### src/rtl/gpio_port_pkg.sv
package gpio_port_pkg;

    localparam int PIN_W  = 8;
    localparam int ADDR_W = 12;

    localparam logic [ADDR_W-1:0] OFF_DIR  = 12'h400;
    localparam logic [ADDR_W-1:0] OFF_PULL = 12'h510;
    localparam logic [ADDR_W-1:0] OFF_DEN  = 12'h51C;

    typedef enum logic [2:0] {
        SEL_NONE,
        SEL_DATA,
        SEL_DIR,
        SEL_PULL,
        SEL_DEN
    } reg_sel_e;

    typedef struct packed {
        logic [PIN_W-1:0] dir;
        logic [PIN_W-1:0] den;
        logic [PIN_W-1:0] pull;
        logic [PIN_W-1:0] data;
    } port_cfg_t;

    function automatic reg_sel_e decode_sel(input logic [ADDR_W-1:0] a);
        reg_sel_e s;
        if (a[1:0] != 2'b00)                    s = SEL_NONE;
        else if (a[ADDR_W-1:10] == '0)          s = SEL_DATA;
        else if (a[ADDR_W-1:2] == OFF_DIR[ADDR_W-1:2])  s = SEL_DIR;
        else if (a[ADDR_W-1:2] == OFF_PULL[ADDR_W-1:2]) s = SEL_PULL;
        else if (a[ADDR_W-1:2] == OFF_DEN[ADDR_W-1:2])  s = SEL_DEN;
        else                                    s = SEL_NONE;
        return s;
    endfunction

    function automatic logic [PIN_W-1:0] addr_mask(input logic [ADDR_W-1:0] a);
        return a[PIN_W+1:2];
    endfunction

endpackage

### src/rtl/gpio_port_sync.sv
module gpio_port_sync #(
    parameter int W      = 8,
    parameter int STAGES = 2
) (
    input  logic         clk,
    input  logic         rst,
    input  logic [W-1:0] d,
    output logic [W-1:0] q
);
    logic [W-1:0] chain [STAGES];

    always_ff @(posedge clk) begin
        if (rst) chain[0] <= '0;
        else     chain[0] <= d;
    end

    for (genvar s = 1; s < STAGES; s++) begin : g_stage
        always_ff @(posedge clk) begin
            if (rst) chain[s] <= '0;
            else     chain[s] <= chain[s-1];
        end
    end

    assign q = chain[STAGES-1];
endmodule

### src/rtl/gpio_port_regs.sv
module gpio_port_regs
    import gpio_port_pkg::*;
(
    input  logic              clk,
    input  logic              rst,
    input  logic              wr_go,
    input  reg_sel_e          sel,
    input  logic [PIN_W-1:0]  mask,
    input  logic [PIN_W-1:0]  wdata,
    output port_cfg_t         cfg
);
    always_ff @(posedge clk) begin
        if (rst) begin
            cfg <= '0;
        end else if (wr_go) begin
            unique case (sel)
                SEL_DATA: cfg.data <= (cfg.data & ~mask) | (wdata & mask);
                SEL_DIR:  cfg.dir  <= wdata;
                SEL_PULL: cfg.pull <= wdata;
                SEL_DEN:  cfg.den  <= wdata;
                default:  ;
            endcase
        end
    end

    // masked-out data bits survive a data-window write
    assert_masked_write_R1: assert property (@(posedge clk) disable iff (rst)
        (wr_go && sel == SEL_DATA) |=>
            ((cfg.data & ~$past(mask)) == ($past(cfg.data) & ~$past(mask))));

    // an unmapped write leaves every register alone
    assert_unmapped_write_R10: assert property (@(posedge clk) disable iff (rst)
        (wr_go && sel == SEL_NONE) |=> $stable(cfg));
endmodule

### src/rtl/gpio_port_rdmux.sv
module gpio_port_rdmux
    import gpio_port_pkg::*;
(
    input  reg_sel_e          sel,
    input  logic [PIN_W-1:0]  mask,
    input  port_cfg_t         cfg,
    input  logic [PIN_W-1:0]  pin_sync,
    output logic [PIN_W-1:0]  rd_val
);
    logic [PIN_W-1:0] pin_view;

    for (genvar i = 0; i < PIN_W; i++) begin : g_bit
        assign pin_view[i] = cfg.dir[i] ? cfg.data[i]
                                        : (cfg.den[i] & pin_sync[i]);
    end

    always_comb begin
        unique case (sel)
            SEL_DATA: rd_val = pin_view & mask;
            SEL_DIR:  rd_val = cfg.dir;
            SEL_PULL: rd_val = cfg.pull;
            SEL_DEN:  rd_val = cfg.den;
            default:  rd_val = '0;
        endcase
    end
endmodule

### src/rtl/gpio_port.sv
module gpio_port
    import gpio_port_pkg::*;
#(
    parameter int SYNC_STAGES = 2
) (
    input  logic              clk,
    input  logic              rst,
    input  logic              clk_en,
    input  logic [ADDR_W-1:0] addr,
    input  logic [PIN_W-1:0]  wdata,
    input  logic              wr_en,
    input  logic              rd_en,
    output logic [PIN_W-1:0]  rdata,
    output logic              bus_err,
    input  logic [PIN_W-1:0]  pin_in,
    output logic [PIN_W-1:0]  pin_out,
    output logic [PIN_W-1:0]  pin_oe,
    output logic [PIN_W-1:0]  pin_pu
);
    reg_sel_e         sel;
    logic [PIN_W-1:0] mask;
    port_cfg_t        cfg;
    logic [PIN_W-1:0] pin_sync;
    logic [PIN_W-1:0] rd_val;
    logic             access;

    assign sel    = decode_sel(addr);
    assign mask   = addr_mask(addr);
    assign access = wr_en | rd_en;

    gpio_port_sync #(.W(PIN_W), .STAGES(SYNC_STAGES)) u_sync (
        .clk (clk),
        .rst (rst),
        .d   (pin_in),
        .q   (pin_sync)
    );

    gpio_port_regs u_regs (
        .clk   (clk),
        .rst   (rst),
        .wr_go (wr_en & clk_en),
        .sel   (sel),
        .mask  (mask),
        .wdata (wdata),
        .cfg   (cfg)
    );

    gpio_port_rdmux u_rdmux (
        .sel      (sel),
        .mask     (mask),
        .cfg      (cfg),
        .pin_sync (pin_sync),
        .rd_val   (rd_val)
    );

    always_ff @(posedge clk) begin
        if (rst) begin
            rdata   <= '0;
            bus_err <= 1'b0;
        end else begin
            rdata   <= (rd_en && clk_en) ? rd_val : '0;
            bus_err <= access && !clk_en;
        end
    end

    assign pin_oe  = cfg.dir & cfg.den;
    assign pin_out = cfg.data & pin_oe;
    assign pin_pu  = cfg.pull & cfg.den & ~cfg.dir;

    // masked-out bits of a data read come back as zero
    assert_read_mask_R2: assert property (@(posedge clk) disable iff (rst)
        (rd_en && clk_en && sel == SEL_DATA) |=> ((rdata & ~$past(mask)) == '0));

    // a gated access is refused and flagged
    assert_gated_err_R8: assert property (@(posedge clk) disable iff (rst)
        (access && !clk_en) |=> (bus_err && rdata == '0));

    // while gated, configuration cannot move
    assert_gated_hold_R8: assert property (@(posedge clk) disable iff (rst)
        !clk_en |=> $stable(cfg));

    // the error flag follows only a refused access
    assert_err_cause_R8: assert property (@(posedge clk) disable iff (rst)
        bus_err |-> ($past(access) && !$past(clk_en)));

    // a driven pin never lacks its enable bit
    assert_oe_needs_den_R4: assert property (@(posedge clk) disable iff (rst)
        ((pin_oe & ~cfg.den) == '0) && ((pin_out & ~pin_oe) == '0));

    // pull-up never applied to a driven pin
    assert_pu_not_driven_R9: assert property (@(posedge clk) disable iff (rst)
        (pin_pu & pin_oe) == '0);
endmodule

### config.mk
export PLATFORM = sky130hd
export DESIGN_NAME = gpio_port
export DESIGN_NICKNAME = d
export VERILOG_FILES = /design/src/rtl/gpio_port_pkg.sv /design/src/rtl/gpio_port_sync.sv /design/src/rtl/gpio_port_regs.sv /design/src/rtl/gpio_port_rdmux.sv /design/src/rtl/gpio_port.sv
export SDC_FILE = /design/constraint.sdc
export NUM_CORES = 1
export LEC_CHECK = 0
export BUFFER_PORTS_ARGS = -buffer_cell sky130_fd_sc_hd__buf_2
export CORE_ASPECT_RATIO = 1.1
export CORE_MARGIN = 3
export CORE_UTILIZATION = 47
export DETAILED_ROUTE_END_ITERATION = 16
export PLACE_DENSITY = 0.76
export SLEW_MARGIN = 0
export SYNTH_ARGS = -nofsm -noshare
export SYNTH_HDL_FRONTEND = slang
export SYNTH_SLANG_ARGS = --single-unit
### constraint.sdc
create_clock -name clk -period 1.8 [get_ports clk]
set_clock_uncertainty 0.05 [all_clocks]
set_input_delay 0.18 -clock clk [delete_from_list [all_inputs] [get_ports clk]]
set_output_delay 0.18 -clock clk [all_outputs]
set_load 0.03 [all_outputs]
==> summary.md, run 1 <==
| Metric | Value |
|---|---|
| Via count | 2863 |
| CTS tree | built |
| Post-Syn Area | 2590 sq um |
| Mux cell area share after synthesis | 1.55% |
| Lkg Pwr | 1.45 nW |
| DR WL/cell | 15.7 microns |
| Slew Viols, Final | 0 |
| Most frequent cells in the layout | buf_2 (65), dfxtp_1 (57), o21ai_0 (38), buf_4 (38), nand2_1 (32) |
| Number of global-route vias before repair | 2673 |
| Total GRT Usage | 25.1% |
| Share of layout cells above drive strength 1 | 28.9% |
| Worst setup EP type | register |
| Vias per cell | 5.71 |
| Simple-Gate Fraction of Synth Area | 29.7% |
| Flop-to-flop setup slack | 610 ps |
| IO Count | 66 |
| Detailed Routing Iterations Pass 1 | 5 |
| DIE WIDTH | 76.7 microns |
| DRT Wirelength | 7.85 mm |
| Yosys reg bits | 57 |
| DIE AREA | 6430 sq um |
| Combinational share of power | 7.7% |
| Crit path launch | addr[6] |
| Root Buffer | clkbuf_8 |
| Hold EP | bus_err |
| Syn_area_per_cell | 7.98 sq um |
| Iteration-0 DRC Markers | 398 |
| Residual DRC count | 0 |
| Postcts setup bufs | 0 |
| Fmax | 590 MHz |
| GP Congestion | 1.01 |
| Post-Synthesis Cells | 324 |
| Most common cell after layout, fill and taps aside | buf_2 |
| Clock transition at the registers of the reported paths | 60 ps |
| Initial core utilization | 50.0% |
| Setup violators final | 0 |
| Period minus WS final | 1690 ps |
| Main synth FF type | dfxtp_1 |
| CP Class | in2reg |
| Die H | 83.8 microns |
| FF-to-FF Start | u_regs.cfg[18] |
| Worst Path Arrival | 1850 ps |
| Hold Startpoint | clk_en |
| Final period util | 94.2% |
| Clock Sinks | 57 |
| Yosys cell types | 33 |
| Clock Latency Late Sink | 330 ps |
| Max FO, Critical Path | 8 |
| Hold depth | 2 |
| Outcome | finished clean |
| CP required | 1950 ps |
| Pwr Density | 744 nW/um^2 |
| Sequential Power Share | 50.4% |
| Reg2reg path depth | 4 |
| Hpwl dp | 5.62 mm |
| Synth Area in XOR/XNOR | 0.339% |
| Worst-Margin Slew | 557 ps |
| Area growth, synth to finish | 32.4% |
| Peak VDD IR | 683 uV |
| Antenna violations before repair | 0 |
| Largest family of logic cells by synthesized area | simple AND/OR/NAND/NOR gates |
| Final hold viol count | 0 |
| First-pass GRT wire length | 12.9 mm |
| Min-Delay Path Class | in2reg |
| Worst Hold Slack | 8.39 ps |
| Seq/Total Area, Yosys | 44.1% |
| Post-synth EDFFs | 0 |
| Final ANT Viol Nets | 0 |
| CTS Buf Count | 9 |
| Slew Limit Headroom | 62.7% |
| Fin nets | 457 |
| R2R Path End | rdata[2] |
| P_sw | 0.000618 W |
| Final Core Density | 66.3% |
| Maxcap violations | 0 |
| Clock share of power | 41.9% |
| Diodes inserted | 0 |
| Max clock buf depth | 2 |
| Synthesis Warnings | 0 |
| Htree depth | 3 |
| Largest net degree at the start of global routing | 50 |
| Syn nets | 357 |
| Worst setup SP type | input port |
| Synth Area in Compound Gates | 20.2% |
| Adder-cell area share of the yosys netlist | 0% |
| Power Internal | 0.00193 W |
| Core Area | 5170 sq um |
| GR Overflow Total | 0 |
| Sw Share | 24.2% |
| PortBufs | 65 |
| RSZ-0062 raised after global routing | no |
| # rows | 27 |
| Fraction of registers with async set/reset | 0% |
logic make-up (layout without fill, tap and decap cells):
family / after synthesis / after routing
flip-flops: 57 / 57
XOR/XNOR: 1 / 1
AO/OA/AOI/OAI: 92 / 92
buffers and inverters: 25 / 130
multiplexers: 4 / 4
AND/OR/NAND/NOR: 145 / 145
critical path: stages:
cell	delay, ps
buf_2	110
or4_4	550
or4_1	700
o21ai_0	230
a21oi_1	80
cell usage after synthesis (9+ instances only):
cell       n  area [sq um]
nor2b_1   16           100
nor2_1    17          63.8
and3_1    16           100
o21ai_0   38           190
dfxtp_1   57          1140
clkbuf_1  12          45.0
nor3_1     9          45.0
nand2_1   32           120
nand3_1   30           150
a21oi_1   28           140
and2_1    10          62.6
cell type report:
class / count / area [sq um]
well taps: 72 / 90.1
clock buffers: 13 / 159
repair buffers: 106 / 641
clock inverters: 3 / 15.0
multi-input cells: 242 / 1350
fillers: 460 / 1740
inverters: 8 / 30.0
flip-flops and latches: 57 / 1140
per-stage QoR:
stage / std cells / worst slack, ps / TNS [ps] / total power [W] / cell area (sq um)
floorplan: 324 / -12.7 / -37.9 / 0.00139 / 2590
global placement: 482 / -214 / -2280 / 0.00150 / 3220
detailed placement: 482 / -217 / -2880 / 0.00150 / 3220
finish: 501 / 105 / 0 / 0.00255 / 3420
CTS: 501 / 135 / 0 / 0.00255 / 3420
global route: 501 / 7.01 / 0 / 0.00264 / 3420
power groups by stage:
stage	Sequential, W	Combinational, W	Clock [W]
after global placement	0.00131	0.000184	0
final	0.00128	0.000197	0.00107
after global routing	0.00128	0.000213	0.00114
after detailed placement	0.00131	0.000188	0
after floorplan	0.00131	0.0000742	0
after CTS	0.00128	0.000193	0.00107
per-layer routing:
| metal | wire length (microns) | vias up | track usage, % | part of all wire, % |
|---|---|---|---|---|
| met1 | 3150 | 1320 | 31.9 | 40 |
| met4 | 181 | 0 | 10.0 | 2.3 |
| li1 | - | 1366 | - | - |
| met2 | 3750 | 153 | 40.2 | 48 |
| met5 | 0 | - | 0 | 0 |
| met3 | 773 | 24 | 6.91 | 9.8 |
worst max path at each step:
| stage | endpoint | slack [ps] | cells after the start |
|---|---|---|---|
| 3_5_place_dp | u_regs.cfg[26] | -220 | 5 |
| 3_3_place_gp | u_regs.cfg[25] | -210 | 5 |
| 2_1_floorplan | u_regs.cfg[26] | -10 | 5 |
| 5_1_grt | u_regs.cfg[25] | 7 | 5 |
| 6_report | u_regs.cfg[29] | 110 | 5 |
| 4_1_cts | u_regs.cfg[25] | 140 | 5 |
what timing repair did:
action / in CTS / in global routing
hold buffers: 3 / 0
hold endpoints to repair: 3 / 0
resized for setup: 0 / 0
No activity file was read; power rests on OpenSTA's default activity.
==> run 2: changes to the inputs <==
- CORE_UTILIZATION: 47 -> 50
- PLACE_DENSITY: 0.76 -> 0.77
- SETUP_SLACK_MARGIN: default -> 0.15
- clock period: 1.8 -> 1.65 ns (I/O delays scaled with it)
==> run 2 against run 1 <==
Against the previous run:
- highest routed layer unchanged
- largest power group unchanged
- via count grew 3.3%
- total power grew 6.8%
- cell area grew 3.8%
- utilization grew 7.6 points
- count of clock-buffer cells in the layout grew 2
- critical path depth is the same
- global-route usage grew 3.0 points
==> summary.md, run 2 (synthesis gave the netlist of run 1 again) <==
| Metric | Value |
|---|---|
| Max FO, Critical Path | 8 |
| Htree depth | 3 |
| Initial core utilization | 53.7% |
| Slowest cell on crit path | or4_4 |
| Final period util | 95.3% |
| Outcome | finished clean |
| WP buf/inv | 1 |
| Worst setup SP type | input port |
| Sequential Power Share | 51.5% |
| Residual DRC count | 0 |
| Worst-Margin Slew | 558 ps |
| Pwr Density | 766 nW/um^2 |
| Die H | 81.4 microns |
| Total GRT Usage | 28.1% |
| Final ANT Viol Nets | 0 |
| Slew Viols, Final | 0 |
| Final Non-Filler Cells | 494 |
| Fin nets | 467 |
| Critical Path Max Stage Delay | 620 ps |
| Slew Limit Headroom | 62.7% |
| Crit-path cells | buf_6, or4b_4, or4_4, o21ai_1, a21oi_1 |
| Sw Share | 23.4% |
| Design Power | 0.00272 W |
| GR Overflow Total | 0 |
| Via count | 2957 |
| Root Buffer | clkbuf_8 |
| # rows | 26 |
| Detailed Routing Iterations Pass 1 | 5 |
| Area growth, synth to finish | 37.5% |
| Setup violators final | 0 |
| Post-Place Cells | 467 |
| Antenna violations before repair | 0 |
| IO Count | 66 |
| Lkg Pwr | 1.50 nW |
| Most frequent cells in the layout | buf_2 (62), dfxtp_1 (57), buf_4 (41), o21ai_0 (33), nand2_1 (31) |
| Min-Delay Path Class | in2reg |
| Max clock buf depth | 2 |
| P_sw | 0.000637 W |
| RSZ-0062 raised after global routing | yes |
| Fillers | 388 |
| Final hold viol count | 0 |
| Clock Sinks | 57 |
| Number of global-route vias before repair | 2718 |
| GP Congestion | 0.974 |
| CP Class | in2reg |
| Largest net degree at the start of global routing | 50 |
| Clock Latency Late Sink | 330 ps |
| Vias per cell | 5.99 |
| Fmax | 636 MHz |
| Share of layout cells above drive strength 1 | 31.1% |
| First-pass GRT wire length | 12.8 mm |
| Clock share of power | 39.6% |
| Period minus WS final | 1570 ps |
| Iteration-0 DRC Markers | 456 |
| Combinational share of power | 8.8% |
| Most common cell after layout, fill and taps aside | buf_2 |
| PortBufs | 65 |
| DRT Wirelength | 8.20 mm |
| Clock transition at the registers of the reported paths | 60 ps |
| Worst Path Arrival | 1720 ps |
| Cell family with most CP delay | simple AND/OR/NAND/NOR gates |
| Peak VDD IR | 573 uV |
| Maxcap violations | 0 |
| DIE WIDTH | 74.6 microns |
| Worst setup EP type | register |
| Diodes inserted | 0 |
| Power Internal | 0.00209 W |
| DIE AREA | 6070 sq um |
| CTS tree | built |
| CP required | 1800 ps |
| DR WL/cell | 16.6 microns |
| Core Area | 4810 sq um |
| CTS Buf Count | 9 |
| Hpwl dp | 5.49 mm |
==> run 2: cell type report <==
type | count | area (sq um) | share of cell area (%)
inverters | 8 | 30.0 | 0.844
multi-input cells | 242 | 1400 | 39.5
repair buffers | 116 | 754 | 21.2
well taps | 56 | 70.1 | 1.97
clock buffers | 15 | 156 | 4.40
flip-flops and latches | 57 | 1140 | 32.1
==> run 2: worst register-to-register path, cell delays in order (launching register included) <==
cell      delay (ps)
dfxtp_1          410
nand2_1           60
o21ai_0          260
a32oi_1          180
a211oi_2         310
==> run 2: worst paths after layout <==
path                           start                  to  slack [ps]  cells after the start
setup / recovery             addr[0]      u_regs.cfg[25]          80                      5
hold / removal             pin_in[2]  u_sync.chain[0][2]          10                      2
hold reg to reg   u_sync.chain[0][0]  u_sync.chain[1][0]         390                      1
setup reg to reg      u_regs.cfg[17]            rdata[1]         270                      4
==> run 2: timing repair <==
| action | 4_1_cts | 5_1_grt |
|---|---|---|
| hold buffers | 8 | 0 |
| gates resized for setup | 4 | 13 |
| gates cloned | 0 | 1 |
| pin swaps | 3 | 5 |
| endpoints found under the hold margin | 8 | 0 |
| setup endpoints to repair | 10 | 29 |
| buffers inserted | 1 | 2 |
==> run 2: metal layers <==
metal | part of all wire, % | up-vias | GRT usage (%)
met3 | 11 | 26 | 7.34
met5 | 0 | - | 0
met1 | 39 | 1351 | 35.5
met4 | 2.2 | 0 | 11.7
met2 | 47 | 197 | 45.2
li1 | - | 1383 | -
==> run 2: through the flow <==
| stage | setup TNS [ps] | setup slack (ps) | hold slack [ps] | util [%] | instance area (sq um) |
|---|---|---|---|---|---|
| 2_1_floorplan | -726 | -90.1 | 194 | - | 2620 |
| 3_3_place_gp | -3980 | -213 | 321 | 67.0 | 3230 |
| 3_5_place_dp | -5140 | -247 | 329 | 67.0 | 3230 |
| 4_1_cts | 0 | 135 | 11.6 | 72.6 | 3490 |
| 5_1_grt | 0 | 69.6 | 24.5 | 73.9 | 3560 |
| 6_report | 0 | 77.2 | 11.3 | 73.9 | 3560 |
==> run 2: power by group through the flow <==
stage	Combinational, W	Clock (W)	Sequential (W)
floorplan	0.0000838	0	0.00143
global placement	0.000205	0	0.00143
detailed placement	0.000208	0	0.00143
CTS	0.000228	0.00110	0.00140
global route	0.000258	0.00116	0.00140
finish	0.000241	0.00108	0.00140
